File: config.mk
export PLATFORM = sky130hd
export DESIGN_NAME = dqs_tap_calibrator
export DESIGN_NICKNAME = d
export VERILOG_FILES = /design/src/rtl/dqs_cal_pkg.sv /design/src/rtl/dqs_rst_sync.sv /design/src/rtl/dqs_cal_fsm.sv /design/src/rtl/dqs_win_track.sv /design/src/rtl/dqs_tap_drive.sv /design/src/rtl/dqs_tap_calibrator.sv
export SDC_FILE = /design/constraint.sdc
export NUM_CORES = 1
export LEC_CHECK = 0
export ABC_AREA = 0
export ABC_CLOCK_PERIOD_IN_PS = 1500
export BUFFER_PORTS_ARGS = -buffer_cell sky130_fd_sc_hd__buf_4
export CAP_MARGIN = 20
export CELL_PAD_IN_SITES_DETAIL_PLACEMENT = 0
export CELL_PAD_IN_SITES_GLOBAL_PLACEMENT = 1
export CORE_UTILIZATION = 42
export CTS_BUF_LIST = sky130_fd_sc_hd__clkbuf_8 sky130_fd_sc_hd__clkbuf_16
export CTS_CLUSTER_SIZE = 10
export DETAILED_ROUTE_END_ITERATION = 10
export PLACE_DENSITY = 0.78
export SLEW_MARGIN = 0
export SYNTH_ARGS = -nofsm -noshare
export SYNTH_HDL_FRONTEND = slang
export SYNTH_HIERARCHICAL = 1
export SYNTH_SLANG_ARGS = --single-unit
File: constraint.sdc
create_clock -name clk -period 1.5 [get_ports clk]
set_input_delay 0.075 -clock clk [delete_from_list [all_inputs] [get_ports clk]]
set_output_delay 0.075 -clock clk [all_outputs]
set_load 0.03 [all_outputs]
File: src/rtl/dqs_cal_pkg.sv
package dqs_cal_pkg;
  typedef enum logic [2:0] {
    CAL_IDLE,
    CAL_SET,
    CAL_RUN,
    CAL_STOP,
    CAL_FINAL,
    CAL_DONE
  } cal_state_e;
endpackage

File: src/rtl/dqs_rst_sync.sv
module dqs_rst_sync #(
  parameter int STAGES = 2
) (
  input  logic clk,
  input  logic rst_n,
  output logic rst_sync_n
);
  logic [STAGES-1:0] sync_q;

  always_ff @(posedge clk or negedge rst_n) begin
    if (!rst_n) sync_q <= '0;
    else        sync_q <= {sync_q[STAGES-2:0], 1'b1};
  end

  assign rst_sync_n = sync_q[STAGES-1];
endmodule

File: src/rtl/dqs_cal_fsm.sv
module dqs_cal_fsm
  import dqs_cal_pkg::*;
#(
  parameter int TAP_W  = 6,
  parameter int CNT_W  = 8,
  parameter int EXPECT = 8
) (
  input  logic             clk,
  input  logic             rst_n,
  input  logic             cal_start_i,
  input  logic             bist_done_i,
  input  logic [TAP_W-1:0] tap_init_i,
  output cal_state_e       state_o,
  output logic [TAP_W-1:0] tap_idx_o,
  output logic [TAP_W-1:0] orig_tap_o,
  output logic [CNT_W-1:0] expect_o
);
  localparam logic [TAP_W-1:0] TAP_LAST = '1;
  localparam logic [CNT_W-1:0] EXP_VAL  = CNT_W'(EXPECT);

  cal_state_e       state_q, state_d;
  logic [TAP_W-1:0] tap_q, tap_d, orig_q, orig_d;
  logic [CNT_W-1:0] exp_q;
  logic             tap_en, orig_en, exp_en;

  always_comb begin
    state_d = state_q;
    tap_d   = tap_q;
    orig_d  = orig_q;
    tap_en  = 1'b0;
    orig_en = 1'b0;
    exp_en  = 1'b0;
    case (state_q)
      CAL_IDLE: if (cal_start_i) begin
        state_d = CAL_SET;
        tap_d   = '0;
        tap_en  = 1'b1;
        orig_d  = tap_init_i;
        orig_en = 1'b1;
      end
      CAL_SET: begin
        state_d = CAL_RUN;
        exp_en  = 1'b1;
      end
      CAL_RUN:  if (bist_done_i) state_d = CAL_STOP;
      CAL_STOP: begin
        if (tap_q == TAP_LAST) begin
          state_d = CAL_FINAL;
        end else begin
          state_d = CAL_SET;
          tap_d   = tap_q + 1'b1;
          tap_en  = 1'b1;
        end
      end
      CAL_FINAL: state_d = CAL_DONE;
      CAL_DONE:  state_d = CAL_IDLE;
      default:   state_d = CAL_IDLE;
    endcase
  end

  always_ff @(posedge clk or negedge rst_n) begin
    if (!rst_n) begin
      state_q <= CAL_IDLE;
      tap_q   <= '0;
      orig_q  <= '0;
      exp_q   <= '0;
    end else begin
      state_q <= state_d;
      if (tap_en)  tap_q  <= tap_d;
      if (orig_en) orig_q <= orig_d;
      if (exp_en)  exp_q  <= EXP_VAL;
    end
  end

  assign state_o    = state_q;
  assign tap_idx_o  = tap_q;
  assign orig_tap_o = orig_q;
  assign expect_o   = exp_q;
endmodule

File: src/rtl/dqs_win_track.sv
module dqs_win_track #(
  parameter int TAP_W = 6
) (
  input  logic             clk,
  input  logic             rst_n,
  input  logic             clr_i,
  input  logic             rec_i,
  input  logic             pass_i,
  input  logic [TAP_W-1:0] tap_i,
  output logic             found_o,
  output logic [TAP_W-1:0] low_o,
  output logic [TAP_W-1:0] high_o,
  output logic [TAP_W:0]   cnt_o
);
  logic             found_q, found_d;
  logic [TAP_W-1:0] low_q, low_d, high_q, high_d;
  logic [TAP_W:0]   cnt_q, cnt_d;
  logic             upd_en;

  always_comb begin
    found_d = found_q;
    low_d   = low_q;
    high_d  = high_q;
    cnt_d   = cnt_q;
    upd_en  = clr_i | (rec_i & pass_i);
    if (clr_i) begin
      found_d = 1'b0;
      low_d   = '0;
      high_d  = '0;
      cnt_d   = '0;
    end else if (rec_i && pass_i) begin
      if (!found_q) low_d = tap_i;
      high_d  = tap_i;
      found_d = 1'b1;
      cnt_d   = cnt_q + 1'b1;
    end
  end

  always_ff @(posedge clk or negedge rst_n) begin
    if (!rst_n) begin
      found_q <= 1'b0;
      low_q   <= '0;
      high_q  <= '0;
      cnt_q   <= '0;
    end else if (upd_en) begin
      found_q <= found_d;
      low_q   <= low_d;
      high_q  <= high_d;
      cnt_q   <= cnt_d;
    end
  end

  assign found_o = found_q;
  assign low_o   = low_q;
  assign high_o  = high_q;
  assign cnt_o   = cnt_q;
endmodule

File: src/rtl/dqs_tap_drive.sv
module dqs_tap_drive #(
  parameter int TAP_W = 6,
  parameter int LANES = 2
) (
  input  logic                        clk,
  input  logic                        rst_n,
  input  logic                        sweep_ld_i,
  input  logic                        final_ld_i,
  input  logic [TAP_W-1:0]            sweep_tap_i,
  input  logic                        found_i,
  input  logic [TAP_W-1:0]            low_i,
  input  logic [TAP_W-1:0]            high_i,
  input  logic [TAP_W-1:0]            orig_i,
  output logic [LANES-1:0][TAP_W-1:0] lanes_o
);
  logic [TAP_W:0]   sum;
  logic [TAP_W-1:0] centre, final_tap, lane_d;
  logic             lane_en;

  always_comb begin
    sum       = {1'b0, low_i} + {1'b0, high_i};
    centre    = sum[TAP_W:1];
    final_tap = found_i ? centre : orig_i;
    lane_d    = final_ld_i ? final_tap : sweep_tap_i;
    lane_en   = sweep_ld_i | final_ld_i;
  end

  for (genvar g = 0; g < LANES; g++) begin : g_lane
    logic [TAP_W-1:0] lane_q;
    always_ff @(posedge clk or negedge rst_n) begin
      if (!rst_n)       lane_q <= '0;
      else if (lane_en) lane_q <= lane_d;
    end
    assign lanes_o[g] = lane_q;
  end
endmodule

File: src/rtl/dqs_tap_calibrator.sv
module dqs_tap_calibrator
  import dqs_cal_pkg::*;
#(
  parameter int TAP_W  = 6,
  parameter int CNT_W  = 8,
  parameter int EXPECT = 8
) (
  input  logic             clk,
  input  logic             rst_n,
  input  logic             cal_start_i,
  input  logic [TAP_W-1:0] tap_init_i,
  output logic             cal_done_o,
  output logic             cal_found_o,
  output logic [TAP_W:0]   cal_pass_cnt_o,
  output logic             bist_start_o,
  output logic [CNT_W-1:0] bist_expect_o,
  input  logic             bist_done_i,
  input  logic [CNT_W-1:0] bist_count_i,
  output logic [TAP_W-1:0] tap0_o,
  output logic [TAP_W-1:0] tap1_o
);
  localparam int LANES = 2;

  logic                        rst_sync_n;
  cal_state_e                  state;
  logic [TAP_W-1:0]            tap_idx, orig_tap, low, high;
  logic                        found, rec, clr, pass;
  logic [LANES-1:0][TAP_W-1:0] lanes;

  dqs_rst_sync #(.STAGES(2)) i_rst (
    .clk(clk), .rst_n(rst_n), .rst_sync_n(rst_sync_n)
  );

  dqs_cal_fsm #(.TAP_W(TAP_W), .CNT_W(CNT_W), .EXPECT(EXPECT)) i_fsm (
    .clk(clk), .rst_n(rst_sync_n), .cal_start_i(cal_start_i),
    .bist_done_i(bist_done_i), .tap_init_i(tap_init_i),
    .state_o(state), .tap_idx_o(tap_idx), .orig_tap_o(orig_tap),
    .expect_o(bist_expect_o)
  );

  assign rec  = (state == CAL_RUN) && bist_done_i;
  assign clr  = (state == CAL_IDLE) && cal_start_i;
  assign pass = (bist_count_i == CNT_W'(EXPECT));

  dqs_win_track #(.TAP_W(TAP_W)) i_track (
    .clk(clk), .rst_n(rst_sync_n), .clr_i(clr), .rec_i(rec), .pass_i(pass),
    .tap_i(tap_idx), .found_o(found), .low_o(low), .high_o(high),
    .cnt_o(cal_pass_cnt_o)
  );

  dqs_tap_drive #(.TAP_W(TAP_W), .LANES(LANES)) i_drive (
    .clk(clk), .rst_n(rst_sync_n), .sweep_ld_i(state == CAL_SET),
    .final_ld_i(state == CAL_FINAL), .sweep_tap_i(tap_idx),
    .found_i(found), .low_i(low), .high_i(high), .orig_i(orig_tap),
    .lanes_o(lanes)
  );

  assign bist_start_o = (state == CAL_RUN);
  assign cal_done_o   = (state == CAL_DONE);
  assign cal_found_o  = found;
  assign tap0_o       = lanes[0];
  assign tap1_o       = lanes[1];
endmodule

==> flow_summary.json, run 1 <==
{
  "run_status": "finished, violations left",
  "violations": "negative setup slack",
  "drtIter0Drc": 120,
  "p_leak_nw": 1.675,
  "crit_chain": "and2_4 -> fa_2 -> a21o_1 -> a211oi_2 -> nor2_1 -> a31o_1",
  "grt_max_degree": 25,
  "viasPerCell": 5.143,
  "fin_crit_sh_pct": 106.5,
  "grtUsageMet1_pct": 25.94,
  "place_area_um2": 2970,
  "min_path_cells": 3,
  "die_y_um": 78.16,
  "crit_path_end": "i_drive/g_lane[0].lane_q[3]$_DFFE_PN0P_",
  "holdWs_ps": 69.09,
  "synth_area_leader_cell": "dfrtp_1",
  "synth_seq_cells": 44,
  "start_util_pct": 43.97,
  "path_max_fanout": 3,
  "dp_hpwl_mm": 4.054,
  "clkLatencyLatePin_ps": 300,
  "antenna_cells": 0,
  "grt-busiest-layer": "met2",
  "antenna_found_initial": 0,
  "grt_overflow_total": 0,
  "io_pins": 48,
  "synth_edf_count": 0,
  "setup_ws_ps": -97.57,
  "numPortBuffers": 40,
  "clkSlewWorstSetupHoldPaths_ps": 80,
  "reg2regPathDepth": 6,
  "use_met3_pct": 3.256,
  "drive_above_1_share_pct": 37.91,
  "die_area_um2": 6109,
  "cts_made_buffers": 5,
  "crit_type": "register to register",
  "place_inst": 383,
  "clk_path_buf_depth": 2,
  "yosysSeqAreaShare_pct": 45.20,
  "worst_path_max_delay_cell": "dfrtp_1",
  "coreArea_um2": 5540,
  "hold_class": "input pin to register",
  "grtUsageTotal_pct": 19.85,
  "regArea_um2": 1105,
  "drv_slew": 0,
  "place_ws_ps": -113.5,
  "row_count": 27,
  "worstPathArrival_ps": 1790,
  "critPathCaptureType": "register",
  "first_global_vias": 2002,
  "setup_violations": 12,
  "design_area_um2": 3338,
  "synth_warnings": 6,
  "ant_nets": 0,
  "finalClockSkew_ps": 6.872,
  "dr.pass1.iters": 4,
  "cts_tree": "yes",
  "grt_pass1_wl_mm": 9.356,
  "avgSynthCellArea_um2": 9.591,
  "async_flop_share_pct": 100.0,
  "stdcell_count": 407,
  "clock.fmax_ghz": 0.6260,
  "routed_wl_mm": 5.676,
  "cts_max_level": 2,
  "slowest_delay_ps": 390,
  "yosysUniqueCellTypes": 52,
  "hold_violations": 0,
  "peakVddDrop_uv": 871.2,
  "die_w_um": 78.16,
  "synth.top_cell.area_share_pct": 45.20,
  "multi_input_area_um2": 1294,
  "startpoint_type": "register",
  "drv_cap": 0,
  "num_vias": 2093,
  "r2r-start": "i_track/high_o[0]$_DFFE_PN0P_",
  "grt.met2_usage_pct": 33.07,
  "power_per_cell_area_nw_per_um2": 1441,
  "cp.required_ps": 1690,
  "num-fill-cells": 497,
  "wl_per_cell_um": 13.95,
  "gp_congestion": 0.7777,
  "fin_nets": 360,
  "synth_flop_cell": "dfrtp_1",
  "rr_endpoint": "i_drive/g_lane[0].lane_q[3]$_DFFE_PN0P_",
  "worstSetupStartpoint": "i_track/high_o[0]$_DFFE_PN0P_",
  "syn_inst": 254,
  "final.setup.tns_ps": -290.4,
  "rsz0062_at_grt": "yes",
  "cts.sink_count": 44,
  "areaGrowthSynthToFinish_pct": 37.03,
  "period_needed_ps": 1598,
  "synth.top_cells.by_area": "dfrtp_1, nand2_1, mux2i_1",
  "mappedNetlistArea_um2": 2436,
  "drc": 0,
  "clockRootBuffer": "clkbuf_8",
  "reg2reg_slack_ps": -100
}
-- state kept, by name, summed over array words and instances, names as in the netlist --
signal / flops
i_drive/g_lane.lane_q: 6
i_rst/sync_q: 2
i_track/found_o: 1
i_track/low_o: 6
i_fsm/orig_tap_o: 6
i_track/high_o: 6
i_track/cnt_o: 7
i_fsm/state_o: 3
i_fsm/tap_idx_o: 6
i_fsm/expect_o: 1
-- area by class of cell --
type | count | area share [%]
timing repair buffer | 88 | 21.78
clock inverter | 2 | 0.2999
tap | 72 | 2.699
inverter | 8 | 0.8996
clock buffer | 6 | 2.474
sequential | 44 | 33.10
multi-input combinational | 187 | 38.76
-- worst max-delay path, delay by kind of cell, from the launching register on --
kind,cells,cell delay (ps)
AOI/OAI and AO/OA,3,520
adders and majority gates,1,370
DFF,1,390
and+or+nand+nor,2,220
-- cells by family (layout without fill, tap and decap cells) --
logic type	after synthesis	after routing	share of synthesized area, %
flops	44	44	45.20
xor+xnor	5	5	1.798
buf+inv	29	104	7.293
simple gates	100	100	21.11
mux	16	16	6.677
fa+ha+maj	8	8	4.417
other cells	2	8	0.3083
compound gates	50	50	13.20
-- cells in the final DEF, fill, tap and decap left out, drive strengths merged, types with 3 or more instances in the layout --
| master | count |
|---|---|
| conb | 8 |
| ha | 7 |
| nor3b | 4 |
| and2 | 3 |
| clkbuf | 6 |
| xnor2 | 4 |
| dlygate4sd3 | 7 |
| a21oi | 16 |
| o22ai | 4 |
| buf | 81 |
| a211oi | 4 |
| inv | 8 |
| o21ai | 8 |
| mux2i | 14 |
| nor2 | 21 |
| dfrtp | 44 |
| nand2 | 43 |
| nand3 | 5 |
| nor2b | 3 |
| nand4 | 3 |
| o211ai | 7 |
-- cell usage after synthesis (all sizes together) (2+ instances only) --
cell type	instances
or3	2
nand3b	2
buf	19
nor2b	3
o31ai	2
a21o	2
xnor2	4
nor2	21
and2	3
mux2i	14
clkbuf	2
ha	7
dfrtp	44
o22ai	4
inv	8
a211oi	4
conb	2
nand4	3
nor4b	2
and3b	2
nor3	2
nand3	5
a21oi	16
and4b	2
o21ai	8
o211ai	7
nand2	43
nor3b	4
mux2	2
-- per-stage QoR --
| step | util [%] | power (mW) |
|---|---|---|
| 3_5_place_dp | 53.61 | 3.774 |
| 5_1_grt | 60.25 | 5.103 |
| 2_1_floorplan | - | 3.033 |
| 6_report | 60.25 | 4.811 |
| 4_1_cts | 59.24 | 4.761 |
| 3_3_place_gp | 53.61 | 3.741 |
-- report_power, final --
part / total [mW] / internal, mW / switching, mW / leakage [nW]
Clock: 0.792 / 0.368 / 0.423 / 0.0510
Sequential: 1.67 / 1.45 / 0.223 / 0.575
Combinational: 2.35 / 1.08 / 1.27 / 1.05
Total: 4.81 / 2.89 / 1.92 / 1.67
-- layer usage --
metal / vias to the layer above / share of wire, %
met5: - / 0
li1: 1032 / -
met3: 9 / 4.2
met4: 0 / 1.7
met1: 989 / 47
met2: 63 / 47
-- worst min path at each step --
stage	from	end	slack, ps
2_1_floorplan	rst_n	i_rst/sync_q[0]$_DFF_PN0_	-220
4_1_cts	cal_start_i	i_fsm/state_o[0]$_DFFE_PN0P_	80
3_3_place_gp	rst_n	i_rst/sync_q[0]$_DFF_PN0_	-140
3_5_place_dp	rst_n	i_rst/sync_q[0]$_DFF_PN0_	-140
6_report	cal_start_i	i_fsm/state_o[0]$_DFFE_PN0P_	70
5_1_grt	rst_n	i_rst/sync_q[1]$_DFF_PN0_	90
-- what timing repair did --
| item | 4_1_cts | 5_1_grt |
|---|---|---|
| endpoints found under the setup margin | 30 | 38 |
| pin swaps | 11 | 16 |
| hold buffers | 7 | 0 |
| hold endpoints to repair | 8 | 0 |
| resized for setup | 21 | 17 |
| buffers inserted | 9 | 0 |
No activity file was read; power rests on OpenSTA's default activity.
==> run 2: changes to the inputs <==
- ABC_AREA: 0 -> 1
- CORE_UTILIZATION: 42 -> 40
- PLACE_DENSITY: 0.78 -> 0.77
==> flow_summary.json, run 2 <==
{
  "run_status": "finished, final reports clean",
  "finalClockSkew_ps": 10.34,
  "clockRootBuffer": "clkbuf_8",
  "first_global_vias": 1994,
  "hold_violations": 0,
  "grt_overflow_total": 0,
  "die_area_um2": 6512,
  "wl_per_cell_um": 12.00,
  "grt_pass1_wl_mm": 9.087,
  "numPortBuffers": 40,
  "antenna_cells": 0,
  "regArea_um2": 1102,
  "rsz0062_at_grt": "yes",
  "drive_above_1_share_pct": 29.32,
  "num_vias": 2164,
  "final_common_cell": "nand2_1",
  "yosysUniqueCellTypes": 33,
  "stdcell_count": 457,
  "synth_edf_count": 0,
  "power_per_cell_area_nw_per_um2": 1541,
  "worstSetupStartpoint": "i_track/high_o[0]$_DFFE_PN0P_",
  "grt_max_degree": 43,
  "clkSlewWorstSetupHoldPaths_ps": 90,
  "synth.top_cell.area_share_pct": 44.44,
  "reg2regPathDepth": 8,
  "synth_warnings": 6,
  "largest_register_ff_count": 7,
  "startpoint_type": "register",
  "crit_path_end": "i_drive/g_lane[0].lane_q[3]$_DFFE_PN0P_",
  "clk_path_buf_depth": 2,
  "drv_cap": 0,
  "ys_top_cells_by_count": "nand2_1, dfrtp_1, nor2_1",
  "async_flop_share_pct": 100.0,
  "fin_nets": 407,
  "r2r-start": "i_track/high_o[0]$_DFFE_PN0P_",
  "grtUsageTotal_pct": 18.19,
  "io_pins": 48,
  "crit_type": "register to register",
  "worstPathArrival_ps": 1670,
  "num-fill-cells": 570,
  "cts_tree": "yes",
  "yosys.cell_count.top_type": "nand2_1",
  "row_count": 28,
  "antenna_found_initial": 0,
  "drv_slew": 0,
  "reg2reg_slack_ps": 50,
  "synth_area_leader_cell": "dfrtp_1",
  "areaGrowthSynthToFinish_pct": 30.15,
  "clkLatencyLatePin_ps": 290,
  "multi_input_area_um2": 1222,
  "critPathCaptureType": "register",
  "dp_hpwl_mm": 4.049,
  "mostFrequentLayoutCells": "nand2_1, buf_4, dfrtp_1",
  "die_w_um": 80.70,
  "synth_flop_cell": "dfrtp_1",
  "setup_violations": 0,
  "p_leak_nw": 1.640,
  "cts_max_level": 2,
  "hold_class": "input pin to async pin",
  "syn_inst": 315,
  "synth.top_cells.by_area": "dfrtp_1, nand2_1, nor2_1",
  "holdWs_ps": 88.01,
  "synth_seq_cells": 44,
  "die_y_um": 80.70,
  "avgSynthCellArea_um2": 7.865,
  "start_util_pct": 41.60,
  "finalPower_mw": 4.968,
  "coreArea_um2": 5956,
  "ant_nets": 0,
  "peakVddDrop_uv": 818.8,
  "path_max_fanout": 3,
  "cp.required_ps": 1710,
  "cts.sink_count": 44,
  "mappedNetlistArea_um2": 2477,
  "drc": 0,
  "viasPerCell": 4.735,
  "dr.pass1.iters": 4,
  "routed_wl_mm": 5.482,
  "place_inst": 440,
  "rr_endpoint": "i_drive/g_lane[0].lane_q[3]$_DFFE_PN0P_",
  "period_needed_ps": 1454,
  "place_ws_ps": -39.31,
  "fin_crit_sh_pct": 96.94,
  "setup_ws_ps": 45.93,
  "clock.fmax_ghz": 0.6877,
  "drtIter0Drc": 105,
  "cts_made_buffers": 5,
  "yosysSeqAreaShare_pct": 44.44,
  "gp_congestion": 0.8160
}
[run 2: cell types whose count changed after synthesis, moves of 4 or more]
cell / before / now
o211ai_1: 7 / 1
mux2i_1: 14 / 0
o21ai_0: 8 / 13
o21ai_2: 0 / 6
nand2_2: 0 / 5
nand3_1: 5 / 21
o21ai_1: 0 / 6
inv_1: 8 / 24
inv_2: 0 / 6
nor2_1: 21 / 31
nand2_1: 43 / 92
nor2_2: 0 / 4
[run 2: cell families after synthesis]
logic type,Yosys count,share of synthesized area [%]
and+or+nand+nor,166,29.39
buffers and inverters,48,10.10
AOI/OAI and AO/OA,44,10.35
DFF,44,44.44
adders and majority gates,8,4.343
xor gates and xnor gates,3,1.061
other,2,0.3031
[run 2: metrics by stage]
step / utilization (%) / instance area, µm² / TNS (ps)
after floorplan: - / 2500 / 0
after CTS: 52.82 / 3146 / 0
after global routing: 54.14 / 3224 / -48.89
after detailed placement: 49.24 / 2933 / -39.31
after global placement: 49.24 / 2933 / 0
final: 54.14 / 3224 / 0
[run 2: worst max-delay path, cell delays in order (launching register included)]
cell and delay (ps):
dfrtp_1 390, nand2_2 90, inv_2 40, fa_2 370, nand3_2 100, nand3_2 80, a21oi_2 130, o21ai_1 70
a21oi_1 120
[run 2: report_power, final]
| group | internal [mW] | switching, mW | total, mW |
|---|---|---|---|
| Clock | 0.659 | 0.408 | 1.07 |
| Sequential | 1.47 | 0.235 | 1.70 |
| Combinational | 0.876 | 1.32 | 2.20 |
| Total | 3.00 | 1.97 | 4.97 |
[run 2: what timing repair did]
item	in CTS	in global routing
gates resized for setup	4	12
hold buffers	7	0
endpoints found under the hold margin	8	0
endpoints found under the setup margin	1	13
setup buffers	0	2
pin swaps	3	2
[run 2: area by class of cell]
class | instances | area share, %
Inverter | 32 | 3.880
Sequential cell | 44 | 34.19
Clock inverter | 3 | 1.979
Multi-Input combinational cell | 229 | 37.91
Clock buffer | 5 | 2.134
Timing Repair Buffer | 69 | 17.00
Tap cell | 75 | 2.910
[run 2: worst min-delay path by stage]
stage / startpoint / endpoint / slack, ps / depth (start not counted)
finish: rst_n / i_rst/sync_q[1]$_DFF_PN0_ / 90 / 2
global route: rst_n / i_rst/sync_q[1]$_DFF_PN0_ / 80 / 2
CTS: rst_n / i_rst/sync_q[1]$_DFF_PN0_ / 80 / 2
detailed placement: rst_n / i_rst/sync_q[0]$_DFF_PN0_ / -140 / 1
global placement: rst_n / i_rst/sync_q[0]$_DFF_PN0_ / -140 / 1
floorplan: rst_n / i_rst/sync_q[0]$_DFF_PN0_ / -220 / 0
[run 2: per-layer routing]
| layer | track usage, % | routed length, µm | share of wire (%) |
|---|---|---|---|
| met2 | 30.93 | 2632 | 48 |
| met5 | 0 | 0 | 0 |
| met1 | 23.77 | 2676 | 49 |
| met4 | 3.750 | 45 | 0.82 |
| met3 | 3.864 | 128 | 2.3 |
==> run 3: changes to the inputs <==
- SETUP_SLACK_MARGIN: unset -> 0.5
==> flow_summary.json, run 3 (same netlist as run 2, synthesis figures left out) <==
{
  "run_status": "finished, final reports clean",
  "crit_type": "register to register",
  "critPathCaptureType": "register",
  "setup_violations": 0,
  "hold_path_startpoint": "bist_done_i",
  "regArea_um2": 1112,
  "largest_register_ff_count": 7,
  "drv_cap": 0,
  "cts.sink_count": 44,
  "startpoint_type": "register",
  "design_area_um2": 4028,
  "cts_tree": "yes",
  "place_inst": 434,
  "fin_nets": 443,
  "met2WireLength_mm": 3.724,
  "dp_hpwl_mm": 4.176,
  "final_common_cell": "buf_4",
  "first_global_vias": 2308,
  "grt_max_degree": 23,
  "holdWs_ps": 67.29,
  "period_needed_ps": 1497,
  "crit_chain": "nand2_2 -> inv_2 -> fa_2 -> nand3_2 -> nand3_2 -> a21oi_1 -> o21ai_1 -> a21oi_1",
  "drtIter0Drc": 80,
  "m1WireLength_mm": 2.963,
  "viasPerCell": 4.957,
  "grtUsageTotal_pct": 21.98,
  "slowest_delay_ps": 400,
  "hold_violations": 0,
  "min_path_cells": 3,
  "routed_wl_mm": 7.160,
  "coreArea_um2": 5956,
  "worstPathArrival_ps": 1720,
  "drc": 0,
  "stdcell_count": 493,
  "path_max_fanout": 3,
  "finalClockSkew_ps": 6.663,
  "die_w_um": 80.70,
  "mostFrequentLayoutCells": "buf_4, nand2_1, dfrtp_1",
  "clock.fmax_ghz": 0.6681,
  "route.met3.wl_um": 242,
  "clockRootBuffer": "clkbuf_8",
  "areaGrowthSynthToFinish_pct": 62.58,
  "top_layer_used": "met4",
  "antenna_cells": 0,
  "ant_nets": 0,
  "reg2reg_slack_ps": 3,
  "clkSlewWorstSetupHoldPaths_ps": 80,
  "clk_path_buf_depth": 2,
  "grt_overflow_total": 0,
  "die_y_um": 80.70,
  "numPortBuffers": 40,
  "num-fill-cells": 477,
  "cp_top_family": "flip-flops",
  "drive_above_1_share_pct": 52.15,
  "cts_max_level": 2,
  "path_depth": 8,
  "hold_class": "input pin to register",
  "clkLatencyLatePin_ps": 290,
  "cts_made_buffers": 5,
  "worst_path_max_delay_cell": "dfrtp_1",
  "p_leak_nw": 1.907,
  "drv_slew": 0,
  "fin_crit_sh_pct": 99.79,
  "start_util_pct": 41.60,
  "place_area_um2": 2940,
  "worstSetupStartpoint": "i_track/high_o[0]$_DFFE_PN0P_",
  "gp_congestion": 0.8003,
  "dr.pass1.iters": 4,
  "rsz0062_at_grt": "yes",
  "cp.required_ps": 1720,
  "die_area_um2": 6512,
  "num_vias": 2444,
  "peakVddDrop_uv": 878.0,
  "io_pins": 48,
  "r2r-start": "i_track/high_o[0]$_DFFE_PN0P_",
  "row_count": 28,
  "grt_pass1_wl_mm": 10.61,
  "wl_per_cell_um": 14.52,
  "final.setup.tns_ps": 0,
  "antenna_found_initial": 0,
  "critical_path_buf_inv_count": 1,
  "power_per_cell_area_nw_per_um2": 1495,
  "multi_input_area_um2": 1614,
  "reg2regPathDepth": 8,
  "utilization_pct": 67.63
}
-- run 3: worst reg2reg max path, stage by stage (launching register included) --
cell and delay [ps]:
dfrtp_1 400, nand2_2 90, inv_2 50, fa_2 380
nand3_2 80, nand3_2 60, a21oi_1 130, o21ai_1 90
a21oi_1 150
-- run 3: cell type report --
cell class	instances	share of cell area, %
clock buffers	5	1.709
clock inverters	3	0.9630
inverters	32	4.039
multi-input cells	230	40.07
flip-flops and latches	44	27.62
well taps	75	2.330
repair buffers	103	22.99
repair inverters	1	0.2796
-- run 3: report_power, final --
group          leakage, nW  internal, mW  switching, mW
registers            0.560          1.47          0.303
clock network       0.0593         0.488          0.404
logic                 1.29          1.50           1.85
-- run 3: metal layers --
layer | vias to the layer above | global-route usage [%]
li1 | 1193 | -
met2 | 68 | 39.07
met5 | - | 0
met1 | 1161 | 25.84
met3 | 22 | 4.432
met4 | 0 | 8.571
-- run 3: path summary, 6_finish.rpt --
path	endpoint
setup / recovery	i_drive/g_lane[0].lane_q[3]$_DFFE_PN0P_
hold / removal	i_fsm/state_o[0]$_DFFE_PN0P_
setup reg to reg	i_drive/g_lane[0].lane_q[3]$_DFFE_PN0P_
hold reg to reg	i_fsm/tap_idx_o[4]$_DFFE_PN0P_
max in group asynchronous	i_fsm/tap_idx_o[1]$_DFFE_PN0P_
min in group asynchronous	i_rst/sync_q[1]$_DFF_PN0_
-- run 3: repair_timing --
action,in CTS,in global routing
hold buffers,7,0
hold endpoints to repair,8,0
gates resized for setup,114,37
pin swaps,42,33
cloned,2,0
endpoints found under the setup margin,44,51
setup buffers,28,14
-- run 3: through the flow --
stage	power, mW	setup slack, ps
detailed placement	3.835	29.91
finish	6.021	3.122
global placement	3.812	28.46
global route	6.376	-56.95
CTS	5.649	39.02
floorplan	3.192	102.7
